### config.mk
export PLATFORM = sky130hd
export DESIGN_NAME = opm_pwm_timer
export DESIGN_NICKNAME = d
export VERILOG_FILES = /design/src/rtl/opm_timer_pkg.sv /design/src/rtl/opm_timer_ctrl.sv /design/src/rtl/opm_timer_dpath.sv /design/src/rtl/opm_pwm_timer.sv
export SDC_FILE = /design/constraint.sdc
export NUM_CORES = 1
export LEC_CHECK = 0
export BUFFER_PORTS_ARGS = -buffer_cell sky130_fd_sc_hd__buf_2
export CELL_PAD_IN_SITES_DETAIL_PLACEMENT = 1
export CELL_PAD_IN_SITES_GLOBAL_PLACEMENT = 1
export CORE_AREA = 2 2 78 80
export CTS_CLUSTER_SIZE = 20
export DETAILED_ROUTE_END_ITERATION = 10
export DIE_AREA = 0 0 80 82
export GPL_TIMING_DRIVEN = 0
export HOLD_SLACK_MARGIN = 0.02
export PLACE_DENSITY = 0.65
export SKIP_LAST_GASP = 1
export SLEW_MARGIN = 0
export SYNTH_ARGS = -nofsm -noshare
export SYNTH_HDL_FRONTEND = slang
export SYNTH_HIERARCHICAL = 1
export SYNTH_SLANG_ARGS = --single-unit
### constraint.sdc
create_clock -name clk -period 3.45 [get_ports clk]
set_clock_uncertainty 0.2 [all_clocks]
set_input_delay 0.69 -clock clk [delete_from_list [all_inputs] [get_ports clk]]
set_output_delay 0.69 -clock clk [all_outputs]
set_load 0.01 [all_outputs]
### src/rtl/opm_timer_pkg.sv
package opm_timer_pkg;

  // Output polarity selection
  typedef enum logic {
    MODE_ACTIVE_BELOW = 1'b0,
    MODE_ACTIVE_ABOVE = 1'b1
  } pwm_mode_e;

  // Strobes from control to datapath
  typedef struct packed {
    logic running;   // run bit as registered
    logic advance;   // counter steps this edge
    logic wrapNow;   // counter reloads to zero this edge
    logic fastArm;   // arm the fast-compare force this edge
  } ctl_strobe_t;

endpackage

### src/rtl/opm_timer_ctrl.sv
module opm_timer_ctrl
  import opm_timer_pkg::*;
(
  input  logic        clk,
  input  logic        rstN,
  input  logic        trigIn,
  input  logic        swEnSet,
  input  logic        swEnClr,
  input  logic        fastEn,
  input  logic        atReload,
  output logic        runQ,
  output logic        updQ,
  output ctl_strobe_t strobes
);

  logic trigPrev;
  logic trigEdge;
  logic startReq;
  logic wrapNow;
  logic runNext;

  assign trigEdge = trigIn & ~trigPrev;
  // start only from the stopped state; clear wins over any start
  assign startReq = ~runQ & ~swEnClr & (trigEdge | swEnSet);
  assign wrapNow  = runQ & ~swEnClr & atReload;

  always_comb begin
    runNext = runQ;
    if (swEnClr)       runNext = 1'b0;
    else if (wrapNow)  runNext = 1'b0;
    else if (startReq) runNext = 1'b1;
  end

  always_ff @(posedge clk or negedge rstN) begin
    if (!rstN) begin
      trigPrev <= 1'b0;
      runQ     <= 1'b0;
      updQ     <= 1'b0;
    end else begin
      trigPrev <= trigIn;
      runQ     <= runNext;
      updQ     <= wrapNow;
    end
  end

  always_comb begin
    strobes.running = runQ;
    strobes.advance = runQ & ~swEnClr;
    strobes.wrapNow = wrapNow;
    // a trigger edge in the start cycle marks a trigger start, even with swEnSet
    strobes.fastArm = ~runQ & ~swEnClr & trigEdge & fastEn;
  end

endmodule

### src/rtl/opm_timer_dpath.sv
module opm_timer_dpath
  import opm_timer_pkg::*;
#(
  parameter int CNT_W       = 16,
  parameter int PIPE_STAGES = 2
) (
  input  logic             clk,
  input  logic             rstN,
  input  ctl_strobe_t      strobes,
  input  logic [CNT_W-1:0] cmpVal,
  input  logic [CNT_W-1:0] reloadVal,
  input  logic             pwmMode,
  output logic [CNT_W-1:0] cntQ,
  output logic             atReload,
  output logic             refOut
);

  localparam int LAST = PIPE_STAGES - 1;

  logic             levelNow;
  logic [LAST:0]    stageQ;
  logic             delayedLvl;
  logic             postLvl;
  logic             fastHold;
  pwm_mode_e        modeSel;

  assign modeSel  = pwm_mode_e'(pwmMode);
  assign atReload = (cntQ == reloadVal);

  always_ff @(posedge clk or negedge rstN) begin
    if (!rstN) begin
      cntQ <= '0;
    end else if (strobes.advance) begin
      if (strobes.wrapNow) cntQ <= '0;
      else                 cntQ <= cntQ + CNT_W'(1);
    end
  end

  always_comb begin
    if (modeSel == MODE_ACTIVE_ABOVE) levelNow = strobes.running & (cntQ >= cmpVal);
    else                              levelNow = strobes.running & (cntQ <  cmpVal);
  end

  // fixed-latency compare pipeline
  genvar gi;
  generate
    for (gi = 0; gi < PIPE_STAGES; gi++) begin : g_stage
      if (gi == 0) begin : g_head
        always_ff @(posedge clk or negedge rstN) begin
          if (!rstN) stageQ[0] <= 1'b0;
          else       stageQ[0] <= levelNow;
        end
      end else begin : g_tail
        always_ff @(posedge clk or negedge rstN) begin
          if (!rstN) stageQ[gi] <= 1'b0;
          else       stageQ[gi] <= stageQ[gi-1];
        end
      end
    end
  endgenerate

  assign delayedLvl = stageQ[LAST];
  assign postLvl    = (modeSel == MODE_ACTIVE_ABOVE);

  always_ff @(posedge clk or negedge rstN) begin
    if (!rstN) begin
      fastHold <= 1'b0;
    end else if (strobes.fastArm) begin
      fastHold <= 1'b1;
    end else if (!strobes.running) begin
      fastHold <= 1'b0;
    end else if (delayedLvl == postLvl) begin
      fastHold <= 1'b0;
    end
  end

  assign refOut = fastHold ? postLvl : delayedLvl;

endmodule

### src/rtl/opm_pwm_timer.sv
module opm_pwm_timer
  import opm_timer_pkg::*;
#(
  parameter int CNT_W       = 16,
  parameter int PIPE_STAGES = 2
) (
  input  logic             clk,
  input  logic             rstN,
  input  logic             trigIn,
  input  logic             swEnSet,
  input  logic             swEnClr,
  input  logic [CNT_W-1:0] cmpVal,
  input  logic [CNT_W-1:0] reloadVal,
  input  logic             pwmMode,
  input  logic             fastEn,
  output logic             refOut,
  output logic [CNT_W-1:0] cntVal,
  output logic             enOut,
  output logic             updFlag
);

  ctl_strobe_t strobes;
  logic        atReload;

  opm_timer_ctrl u_ctrl (
    .clk      (clk),
    .rstN     (rstN),
    .trigIn   (trigIn),
    .swEnSet  (swEnSet),
    .swEnClr  (swEnClr),
    .fastEn   (fastEn),
    .atReload (atReload),
    .runQ     (enOut),
    .updQ     (updFlag),
    .strobes  (strobes)
  );

  opm_timer_dpath #(
    .CNT_W       (CNT_W),
    .PIPE_STAGES (PIPE_STAGES)
  ) u_dpath (
    .clk       (clk),
    .rstN      (rstN),
    .strobes   (strobes),
    .cmpVal    (cmpVal),
    .reloadVal (reloadVal),
    .pwmMode   (pwmMode),
    .cntQ      (cntVal),
    .atReload  (atReload),
    .refOut    (refOut)
  );

endmodule

Word level (Yosys, flattened, before mapping)
Index checks and enable logic that the tools add are counted.
{ "word_totals": {"inputBits": 39, "register_bits": 22, "word_cells": 36, "out_inout_bits": 19} }
{ "classes": {"bitwise_logic": 13, "n_lt_le_gt_ge": 2, "n_mux": 9, "n_eq_ne": 3, "n_addsub": 1, "reduce_logical": 1} }
{ "ops": {"columns": ["cell", "n"], "rows": [
  ["adder 16 x 1 -> 16 bit, second input constant", 1],
  ["== test 16 bit", 1],
  [">= comparator 16 bit", 1],
  ["less-than comparator 16 bit", 1],
  ["2-to-1 mux 16 bit", 1],
  ["AND 1 bit", 9],
  ["2-to-1 mux 1 bit", 8],
  ["!= test 3 x 2 -> 1 bit, second input constant", 1],
  ["NOT 1 bit", 3],
  ["nonzero test 3 bit", 1],
  ["== test 1 bit", 1],
  ["bitwise OR 1 bit", 1]
]} }

Depth between registers and ports, before layout
{ "depth": {"word_depth": 7, "mapped_depth": 9, "depth_no_buf": 7} }

Hierarchy
The synthesis kept the hierarchy.
{ "by_module_without_submodules": {"columns": ["module", "seq_area_each_um2", "n_inst", "cells_each", "area_each_um2"], "rows": [
  ["opm_timer_dpath", 475.5, 1, 170, 1531.5],
  ["opm_timer_ctrl", 75.1, 1, 11, 138.9]
]} }

Worst setup path before layout
OpenSTA, ideal clock, no wires.
{ "synth_path": {"path_kind": "input to register", "start": "in reloadVal[11]", "end": "reg u_dpath.cntQ[7]", "arrival_ns": 1.802, "required_ns": 3.131, "setup_ns": 0.119, "cell_stages": 8, "slack_ns": 1.329, "path_buffers": 2, "cell_sequence": "xnor2_1 nand4_1 nor4_1 and2_1 buf_4 and2_2 buf_6 nor2_1"} }
{ "synth_between": {"elab_chain_cells": 3} }
{ "synth_lines": {"columns": ["item", "line", "source"], "rows": [
  ["start: declaration", "opm_pwm_timer.sv:13", "input logic [CNT_W-1:0] reloadVal,"],
  ["== test 16 bit", "opm_timer_dpath.sv:28", "assign atReload = (cntQ == reloadVal);"],
  ["named net atReload", "opm_pwm_timer.sv:23", "logic atReload;"],
  ["AND 1 bit", "opm_timer_ctrl.sv:25", "assign wrapNow = runQ & ~swEnClr & atReload;"],
  ["named net u_ctrl.wrapNow", "opm_timer_ctrl.sv:19", "logic wrapNow;"],
  ["2-to-1 mux 16 bit", "opm_timer_dpath.sv:34", "if (strobes.wrapNow) cntQ <= '0;"],
  ["end signal: assignment", "opm_timer_dpath.sv:35", "else cntQ <= cntQ + CNT_W'(1);"],
  ["end: declaration", "opm_timer_dpath.sv:13", "output logic [CNT_W-1:0] cntQ,"]
]} }
The timed path passes the listed nets, and every way through them passes these cells.
A chain may end at the register's enable or synchronous reset.

Worst setup path after layout
{ "layout_path": {"start": "in reloadVal[1]", "end": "reg u_dpath.cntQ[9]"} }
Same word-level chain as after synthesis.

==> results by group <==
Setup path
  • WP data required: 3.40 ns
  • CP Capture Point: u_dpath/cntQ[9]$_DFFE_PN0P_
  • Critical register-to-register path startpoint: u_dpath/cntQ[1]$_DFFE_PN0P_
  • Capturing point of the worst reg2reg path: u_dpath/cntQ[9]$_DFFE_PN0P_
  • Reg2reg setup slack: ~0.95 ns
  • Setup CP Type: in2reg
  • Critical-path maximum fanout: 10
  • Critical Path Sink Type: flop
  • Startpoint types: input port
  • Worst EP arrival: 2.46 ns
  • R2R depth: 8
  • Origin of the worst setup path: reloadVal[1]

Layout
  • Area delta synth->final: 25.17%
  • Ratio of cells with drive above 1 in the final layout: 0.3154
  • Utilization after layout: 0.3639
  • Post-route design area: 0.002091 mm^2
  • Diodes inserted: 0
  • Final nets: 299

Run
  • Maxcap violations: 0

Timing
  • Setup violations, final: 0
  • Total negative setup slack: 0 ns
  • Pins Over Slew Limit: 0
  • Fmax: 0.3999 GHz
  • RSZ-0062 raised after global routing: no
  • Measured slew at the worst slew-check pin: 0.5300 ns
  • Fin. Hold Viols: 0
  • Final Cycle Share: 0.7249
  • Max-slew headroom: 0.6434
  • Fin crit period: about 2.5 ns

GRT
  • Vias in the first global route: 1478
  • Initial antenna violation count: 0
  • Largest net degree at the start of global routing: 23
  • Gr usage total: 0.1384
  • Grt total ovfl: 0
  • First-pass GRT wire length: 7072 um

Floorplanning
  • FP Rows: 28
  • Full die area: 0.006560 mm^2
  • Core Box Area: 0.005746 mm^2
  • Chip Width: 80 um
  • I/O pin cnt: 58
  • Die span in y: about 82 um
  • Starting Density: 0.2907

Drt
  • Starting DRC count in detailed routing: 42
  • 1st-pass router iterations: 4
  • Routed len/inst: 13.87 um
  • Drt drc: 0
  • Routed wire length: between 4000 and 5000 um
  • Via count: 1460
  • Routed Antenna Nets: 0
  • DR vias/cell: 4.620

Pwr
  • Internal power: 507.1 uW
  • P_leak: 1.075 nW
  • Clk pwr share: 0.201
  • Total design power: roughly 800 uW
  • Peak VDD IR: between 150 and 200 uV
  • Comb pwr share: 0.368
  • Pwr Density: 389.7 mW/mm^2
  • Sw Pwr: between 300 and 400 uW
  • Reg power frac: 0.431
  • Switching Share: 0.3776

Synth
  • Synthesized instance count: 181
  • Ys Warns: 6
  • Ys async rst share: 1.000
  • #FFs+latches synth: 22
  • Top cell type's share of synthesized area: 0.3296
  • EDFF count, synth: 0
  • Synth Cell Area: 0.001670 mm^2
  • Largest cells by area after synthesis: dfrtp_1 (33%), ha_1 (13%), xnor2_1 (10%)
  • Mean Syn Cell Area: 9.228 um^2
  • Syn_nets: about 240
  • Register area share after synthesis: 0.3296
  • Biggest area consumer among synthesized cells: dfrtp_1
  • Synth cell types: 41
  • Dominant synthesized flop cell: dfrtp_1

Clock tree
  • Root buffer cell: clkbuf_8
  • CTS clk-pin slew, worst paths: 0.08 ns
  • Post-CTS resize count: 0
  • CTS tree: yes
  • Clk buf depth: 2
  • Worst-skew pair later-pin latency: 0.26 ns
  • CTS H-tree lvls: 1
  • Sink Count: 22
  • Post-CTS Setup Inserts: 0
  • Num CTS Buffers: 3
  • Hold Buf Count CTS: 0

Placement
  • DP HPWL: 3557 um
  • Port bufs: 57
  • Area after DPL: 0.002049 mm^2
  • Gpl congestion: 0.7426

Run status
  • Outcome: completed

Min path
  • Worst Hold Class: reg2reg
-- worst min-delay path by stage --
stage / startpoint / endpoint / slack, ns / depth (start not counted)
2_1_floorplan: u_dpath/stageQ[0]$_DFF_PN0_ / u_dpath/delayedLvl$_DFF_PN0_ / 0.13 / 0
3_3_place_gp: u_dpath/stageQ[0]$_DFF_PN0_ / u_dpath/delayedLvl$_DFF_PN0_ / 0.14 / 0
3_5_place_dp: u_dpath/stageQ[0]$_DFF_PN0_ / u_dpath/delayedLvl$_DFF_PN0_ / 0.14 / 0
4_1_cts: u_dpath/stageQ[0]$_DFF_PN0_ / u_dpath/delayedLvl$_DFF_PN0_ / 0.17 / 0
5_1_grt: u_dpath/stageQ[0]$_DFF_PN0_ / u_dpath/delayedLvl$_DFF_PN0_ / 0.17 / 0
6_report: u_dpath/stageQ[0]$_DFF_PN0_ / u_dpath/delayedLvl$_DFF_PN0_ / 0.17 / 0
-- Yosys cell counts (2+ instances only) --
master and count:
nand2_1 10, inv_1 23, xnor2_1 19, mux2_2 2, nand4_1 8, nor4_1 2
ha_1 17, nand3_1 7, o21ai_0 5, dfrtp_1 22, and3_1 2, o22ai_1 3
a21oi_1 10, buf_4 3, o211ai_1 2, nor2_1 13, nor3b_1 2, xor2_1 8
-- layout make-up --
type | instances | area, um^2
plain buffers | 5 | 37.54
inverters | 23 | 86.33
multi-input cells | 131 | 996.0
repair buffers | 57 | 285.3
clock buffers | 3 | 41.29
well taps | 75 | 93.84
flip-flops and latches | 22 | 550.5
fillers | 722 | 3655
-- power groups by stage --
stage               clock network, mW  logic (mW)  registers (mW)
finish                          0.164       0.300           0.351
global route                    0.181       0.339           0.358
CTS                             0.172       0.303           0.352
detailed placement                  0       0.301           0.358
global placement                    0       0.290           0.357
floorplan                           0       0.183           0.356
-- metal layers --
metal / wire (um) / GRT usage / share of wire / vias up
li1: - / - / - / 744
met1: 2060 / 0.1876 / 0.47 / 671
met2: 2088 / 0.2375 / 0.48 / 43
met3: 217 / 0.01538 / 0.050 / 2
met4: 16 / 0.03051 / 0.0037 / 0
met5: 0 / 0 / 0 / -
-- flip-flops by register name, indices dropped and copies added (netlist names) --
signal and count:
u_dpath/delayedLvl 1, u_ctrl/trigPrev 1, u_dpath/cntQ 16, u_ctrl/updQ 1
u_ctrl/runQ 1, u_dpath/fastHold 1, u_dpath/stageQ 1
-- cell usage in the layout (no fill, tap or decap), drive strengths merged, types with 2 or more instances in the layout --
cell,instances
clkbuf,4
a21oi,10
and2,2
mux2,2
nand3,8
ha,17
o21ai,5
nand4,9
dfrtp,22
nor3,3
nand2,10
and3,2
inv,23
nor3b,2
xnor2,19
buf,61
nor2,14
o211ai,2
nor4,2
xor2,8
o22ai,3
-- stage by stage --
| step | hold slack (ns) | setup slack [ns] | std cells |
|---|---|---|---|
| finish | 0.1675 | 0.9491 | 316 |
| global route | 0.1711 | 0.7760 | 316 |
| CTS | 0.1677 | 0.9573 | 316 |
| detailed placement | 0.1441 | 0.6992 | 313 |
| global placement | 0.1379 | 0.6633 | 313 |
| floorplan | 0.1312 | 1.329 | 181 |
-- cell families after synthesis --
kind of cell	share of synthesized area
fa+ha+maj	0.1273
buf+inv	0.07415
simple gates	0.2165
mux	0.01947
xor+xnor	0.1416
compound gates	0.09139
flops	0.3296
-- critical path, cell delays in order --
cell and delay, ns:
buf_2 0.11, xnor2_1 0.22, nand4_1 0.17, nor4_1 0.53, and2_1 0.24, buf_4 0.14
and2_2 0.15, buf_6 0.14, nor2_1 0.05
Power figures use the tool's default switching activity.
